--- src/rtl/satp_ctrl_pkg.sv ---
package satp_ctrl_pkg;

   typedef enum logic [1:0] {
      PRIV_U   = 2'd0,
      PRIV_S   = 2'd1,
      PRIV_RSV = 2'd2,
      PRIV_M   = 2'd3
   } priv_e;

   // Translation-related status bits, MSB first
   typedef struct packed {
      logic       mpv;
      logic [1:0] mpp;
      logic       mprv;
      logic       mxr;
      logic       sum;
   } xlat_stat_t;

   localparam int STAT_W = $bits(xlat_stat_t);

   // Mode codes of the wide (64-bit) layout
   localparam logic [3:0] MODE_BARE = 4'd0;
   localparam logic [3:0] MODE_SV39 = 4'd8;
   localparam logic [3:0] MODE_SV48 = 4'd9;
   localparam logic [3:0] MODE_SV57 = 4'd10;

   function automatic int mode_width(int xlen);
      return (xlen == 64) ? 4 : 1;
   endfunction

   function automatic int asid_width(int xlen);
      return (xlen == 64) ? 16 : 9;
   endfunction

endpackage

--- src/rtl/satp_mode_filter.sv ---
module satp_mode_filter
   import satp_ctrl_pkg::*;
#(
   parameter int XLEN   = 64,
   parameter int MODE_W = mode_width(XLEN)
) (
   input  logic [MODE_W-1:0] mode,
   output logic              ok
);

   generate
      if (XLEN == 64) begin : g_wide
         assign ok = (mode == MODE_BARE) || (mode == MODE_SV39) ||
                     (mode == MODE_SV48) || (mode == MODE_SV57);
      end else if (XLEN == 32) begin : g_narrow
         // single-bit mode: Bare (0) and Sv32 (1) both legal
         assign ok = (mode == 1'b0) || (mode == 1'b1);
      end else begin : g_bad
         $error("satp_mode_filter: XLEN must be 32 or 64");
         assign ok = 1'b0;
      end
   endgenerate

endmodule

--- src/rtl/satp_write_gate.sv ---
module satp_write_gate #(
   parameter int XLEN    = 64,
   parameter int ASID_W  = 16,
   parameter int ASID_LO = 44
) (
   input  logic            wr_en,
   input  logic [XLEN-1:0] wr_data,
   input  logic [XLEN-1:0] cur,
   input  logic            mode_ok,
   input  logic            mmu_present,
   input  logic            trap,
   output logic            accept,
   output logic            commit,
   output logic            asid_chg
);

   logic word_differs;
   logic asid_differs;

   assign word_differs = (wr_data != cur);
   assign asid_differs = (wr_data[ASID_LO +: ASID_W] != cur[ASID_LO +: ASID_W]);

   // a write that would land, before the trap control is applied
   assign accept   = wr_en && mmu_present && mode_ok && word_differs;
   assign commit   = accept && !trap;
   assign asid_chg = commit && asid_differs;

endmodule

--- src/rtl/satp_flush_gen.sv ---
module satp_flush_gen
   import satp_ctrl_pkg::*;
#(
   parameter bit TRACK_MPV = 1'b1
) (
   input  logic              clk,
   input  logic              rst_n,
   input  logic              asid_chg,
   input  logic              stat_wr_en,
   input  logic [STAT_W-1:0] stat_cur,
   input  logic [STAT_W-1:0] stat_nxt,
   output logic              flush
);

   localparam logic [STAT_W-1:0] WATCH = TRACK_MPV ? {STAT_W{1'b1}}
                                                   : {1'b0, {(STAT_W-1){1'b1}}};

   logic stat_hit;

   assign stat_hit = stat_wr_en && (|((stat_cur ^ stat_nxt) & WATCH));

   always_ff @(posedge clk) begin
      if (!rst_n) begin
         flush <= 1'b0;
      end else begin
         flush <= asid_chg || stat_hit;
      end
   end

endmodule

--- src/rtl/satp_ctrl.sv ---
module satp_ctrl
   import satp_ctrl_pkg::*;
#(
   parameter int XLEN = 64
) (
   input  logic            clk,
   input  logic            rst_n,
   input  logic            wr_en,
   input  logic [XLEN-1:0] wr_data,
   input  logic            rd_en,
   input  logic [1:0]      priv,
   input  logic            tvm,
   input  logic            mmu_present,
   input  logic            stat_wr_en,
   input  logic [5:0]      stat_cur,
   input  logic [5:0]      stat_nxt,
   output logic [XLEN-1:0] rd_data,
   output logic            illegal,
   output logic            tlb_flush
);

   localparam int MODE_W  = mode_width(XLEN);
   localparam int ASID_W  = asid_width(XLEN);
   localparam int PPN_W   = XLEN - MODE_W - ASID_W;
   localparam int ASID_LO = PPN_W;

   generate
      if (!(XLEN == 32 || XLEN == 64)) begin : g_chk_xlen
         $error("satp_ctrl: XLEN must be 32 or 64");
      end
      if (STAT_W != 6) begin : g_chk_stat
         $error("satp_ctrl: status vector width mismatch");
      end
   endgenerate

   logic [XLEN-1:0] satp_q;
   logic            mode_ok;
   logic            trap;
   logic            accept;
   logic            commit;
   logic            asid_chg;

   assign trap = mmu_present && (priv == PRIV_S) && tvm;

   satp_mode_filter #(
      .XLEN   (XLEN),
      .MODE_W (MODE_W)
   ) u_mode (
      .mode (wr_data[XLEN-1 -: MODE_W]),
      .ok   (mode_ok)
   );

   satp_write_gate #(
      .XLEN    (XLEN),
      .ASID_W  (ASID_W),
      .ASID_LO (ASID_LO)
   ) u_gate (
      .wr_en       (wr_en),
      .wr_data     (wr_data),
      .cur         (satp_q),
      .mode_ok     (mode_ok),
      .mmu_present (mmu_present),
      .trap        (trap),
      .accept      (accept),
      .commit      (commit),
      .asid_chg    (asid_chg)
   );

   always_ff @(posedge clk) begin
      if (!rst_n) begin
         satp_q <= '0;
      end else if (commit) begin
         satp_q <= wr_data;
      end
   end

   assign rd_data = (mmu_present && !trap) ? satp_q : '0;
   assign illegal = trap && (rd_en || accept);

   satp_flush_gen #(
      .TRACK_MPV (XLEN == 64)
   ) u_flush (
      .clk        (clk),
      .rst_n      (rst_n),
      .asid_chg   (asid_chg),
      .stat_wr_en (stat_wr_en),
      .stat_cur   (stat_cur),
      .stat_nxt   (stat_nxt),
      .flush      (tlb_flush)
   );

endmodule

--- config.mk ---
export PLATFORM = sky130hd
export DESIGN_NAME = satp_ctrl
export DESIGN_NICKNAME = d
export VERILOG_FILES = /design/src/rtl/satp_ctrl_pkg.sv /design/src/rtl/satp_mode_filter.sv /design/src/rtl/satp_write_gate.sv /design/src/rtl/satp_flush_gen.sv /design/src/rtl/satp_ctrl.sv
export SDC_FILE = /design/constraint.sdc
export NUM_CORES = 1
export LEC_CHECK = 0
export ABC_CLOCK_PERIOD_IN_PS = 5200
export BUFFER_PORTS_ARGS = -buffer_cell sky130_fd_sc_hd__buf_2
export CORE_MARGIN = 5
export CORE_UTILIZATION = 35
export CTS_BUF_LIST = sky130_fd_sc_hd__clkbuf_2
export CTS_CLUSTER_SIZE = 30
export DETAILED_ROUTE_END_ITERATION = 8
export HOLD_SLACK_MARGIN = 0.08
export PLACE_DENSITY = 0.68
export SYNTH_ARGS = -nofsm -noshare
export SYNTH_HDL_FRONTEND = slang
export SYNTH_SLANG_ARGS = --single-unit
--- constraint.sdc ---
create_clock -name clk -period 5.2 [get_ports clk]
set_input_delay 0.78 -clock clk [delete_from_list [all_inputs] [get_ports clk]]
set_output_delay 0.78 -clock clk [all_outputs]
set_load 0.02 [all_outputs]
==> results by group <==
Outcome
  – Status: finished, final reports clean

STA
  – Slew Viols, Final: 0
  – Final hold viol count: 0
  – Setup Skew: 0.0234 ns
  – Setup TNS: 0 ns
  – RSZ-0062 raised after global routing: no
  – Final setup violation count: 0
  – Worst-Margin Slew: 1.25 ns
  – Max-Slew Margin vs Limit: 16.1%
  – Final period util: 71.3%
  – FMAX: 0.270 GHz
  – Crit path time final: 3.71 ns

CTS
  – H-Tree Depth: 3
  – Hold Buf Count CTS: 0
  – Num CTS Buffers: 9
  – Clock slew at reported path FFs: between 0.15 and 0.2 ns
  – Deepest clock path buffer count: 2
  – CTS tree: done
  – Clock Latency Late Sink: about 0.50 ns
  – Cts repair resizes: 0
  – CTS root buffer: clkbuf_2
  – Post-CTS Setup Inserts: 0
  – CTS Sinks: 65

Place
  – GPL Wtd Cong: 0.786
  – Buffers on Ports: 150
  – Post-DP HPWL: 8.24 mm

Critical path
  – Crit Path Class: input port to output pin
  – Worst Path Arrival: 2.93 ns
  – Worst setup SP type: input port
  – CP Capture Type: output pin
  – Reg2reg start: satp_q[62]$_SDFFE_PN0P_
  – Flop2flop setup slack: 2.84 ns
  – CP Data Required Time: 4.42 ns
  – RR Endpoint: satp_q[21]$_SDFFE_PN0P_
  – FF-to-FF path depth: 7
  – CP Max Fanout: 35

GRT
  – Total grt overflow: 0
  – Vias in the first global route: 3505
  – Pin count of the biggest net entering global routing: 129
  – All-Layer GR Usage: 16.6%
  – First-pass GRT wire length: 17.3 mm
  – Initial antenna violation count: 0

Detailed routing
  – Initial DRT Pass Iterations: 6
  – Final WL: 11.1 mm
  – Final ANT Viol Nets: 0
  – Initial DRC Count: about 220
  – DRC violations left: 0
  – Vias post-DR: 3588
  – DR WL/cell: around 15 um
  – Vias per std cell: roughly 5

Yosys
  – Seq/Total Area, Yosys: 33.4%
  – Yosys Warn Count: 0
  – #FFs+latches synth: 65
  – Synth unique cells: 20
  – Mapped Cells: 460
  – Avg Inst Size Synth: 8.46 um^2
  – Mapped cell area: 3890 um^2
  – Post-synthesis net count: 545

Die
  – Std-Cell Rows: 38
  – # IOs: 151
  – Core Area: 10900 um^2
  – Die Y: around 120 um
  – Starting Density: a little over a third
  – Die width: 115 um
  – Die Area: 13300 um^2

Job
  – Max_cap viols: 0

Hold path
  – Worst Hold Endpoint: satp_q[62]$_SDFFE_PN0P_
  – Hold Crit Class: flip-flop to flip-flop
  – Hold path start: satp_q[62]$_SDFFE_PN0P_
  – WHS Path Cells: 2

Layout
  – Register area: 1300 um^2
  – Syn-to-layout area delta: 22.9%
  – Fillers: 1081
  – Most frequent cells in the layout: buf_2 (149), nand2_1 (130), xnor2_1 (68), dfxtp_1 (65)
  – Area of the multi-input gates: between 2000 and 2500 um^2
  – Commonest non-fill, non-tap cell in the layout: buf_2
  – Share of layout cells above drive strength 1: between 20% and 30%
  – Final nets: 675
  – Antenna cells: 0

Pwr
  – Pleak: 2.23 nW
  – Total power: 1.14 mW
  – Worst vdd ir: between 0.0001 and 0.00015 V
  – Total power per unit cell area: about 240 nW/um^2
==> layer usage <==
layer	up-vias	GRT usage, %	share of wire [%]
met5	-	0	0
li1	1805	-	-
met1	1640	20.4	42
met4	0	5.95	1.7
met3	16	4.02	7.2
met2	127	28.4	49
==> cells in the mapped netlist <==
master    instances  area share [%]
a21oi_1           2            0.26
clkbuf_1         28             2.7
nor4_2            1            0.32
nor2b_4           1            0.35
o21ai_0           1            0.13
buf_12            7             3.6
and3_1           63              10
nand4b_1          1            0.23
nor2_1            3            0.29
nand4_1          18             2.9
and2_1            1            0.16
nand2_1         130              13
xnor2_1          68              15
nor4_1            3            0.48
and3_2            1            0.19
o31ai_1           1            0.19
nor3_1            1            0.13
dfxtp_1          65              33
mux2i_1          63              16
xor2_1            2            0.45
==> stage by stage <==
step	area (um^2)	std cells	setup WS [ns]	hold slack, ns	util [%]
after global routing	4780	735	1.33	0.444	43.9
after floorplan	3890	460	2.73	0.431	-
after detailed placement	4600	719	1.51	0.445	42.3
after CTS	4780	735	1.51	0.455	43.9
final	4780	735	1.49	0.474	43.9
after global placement	4600	719	1.53	0.443	42.3
==> critical path, stage by stage <==
cell and delay (ns):
buf_2 0.09, nand4b_1 1.02, buf_4 0.62, and3_1 0.24, buf_2 0.16
==> layout make-up <==
cell class / instances / share of cell area (%)
multi-input combinational: 360 / 49.0
sequential: 65 / 27.2
timing repair buffer: 154 / 16.4
tap: 140 / 3.66
clock inverter: 7 / 2.77
clock buffer: 9 / 0.942
==> cells by family (layout without fill, tap and decap cells) <==
kind of cell / count (synthesis) / in the layout / share of synthesized area, %
buf+inv: 35 / 170 / 6.30
compound gates: 4 / 4 / 0.579
simple gates: 223 / 223 / 27.7
xor+xnor: 70 / 70 / 15.8
mux: 63 / 63 / 16.2
flops: 65 / 65 / 33.4
==> where the power goes <==
part           total [mW]  switching (mW)  internal [mW]
Clock               0.442           0.190          0.252
Combinational       0.174          0.0966         0.0772
Sequential          0.522          0.0108          0.511
==> sequential cells by signal (all words and copies together) (netlist names) <==
signal and flops:
satp_q 64, u_flush.flush 1
==> worst max-delay path by stage <==
stage           startpoint          end  slack, ns  depth (start not counted)
2_1_floorplan  wr_data[51]      illegal       2.73                          6
4_1_cts            priv[1]  rd_data[29]       1.51                          5
3_3_place_gp       priv[1]  rd_data[29]       1.53                          5
6_report           priv[1]  rd_data[29]       1.49                          5
5_1_grt            priv[1]  rd_data[29]       1.33                          5
3_5_place_dp       priv[1]  rd_data[29]       1.51                          5
Note: power is estimated with default switching activity, not from simulation.
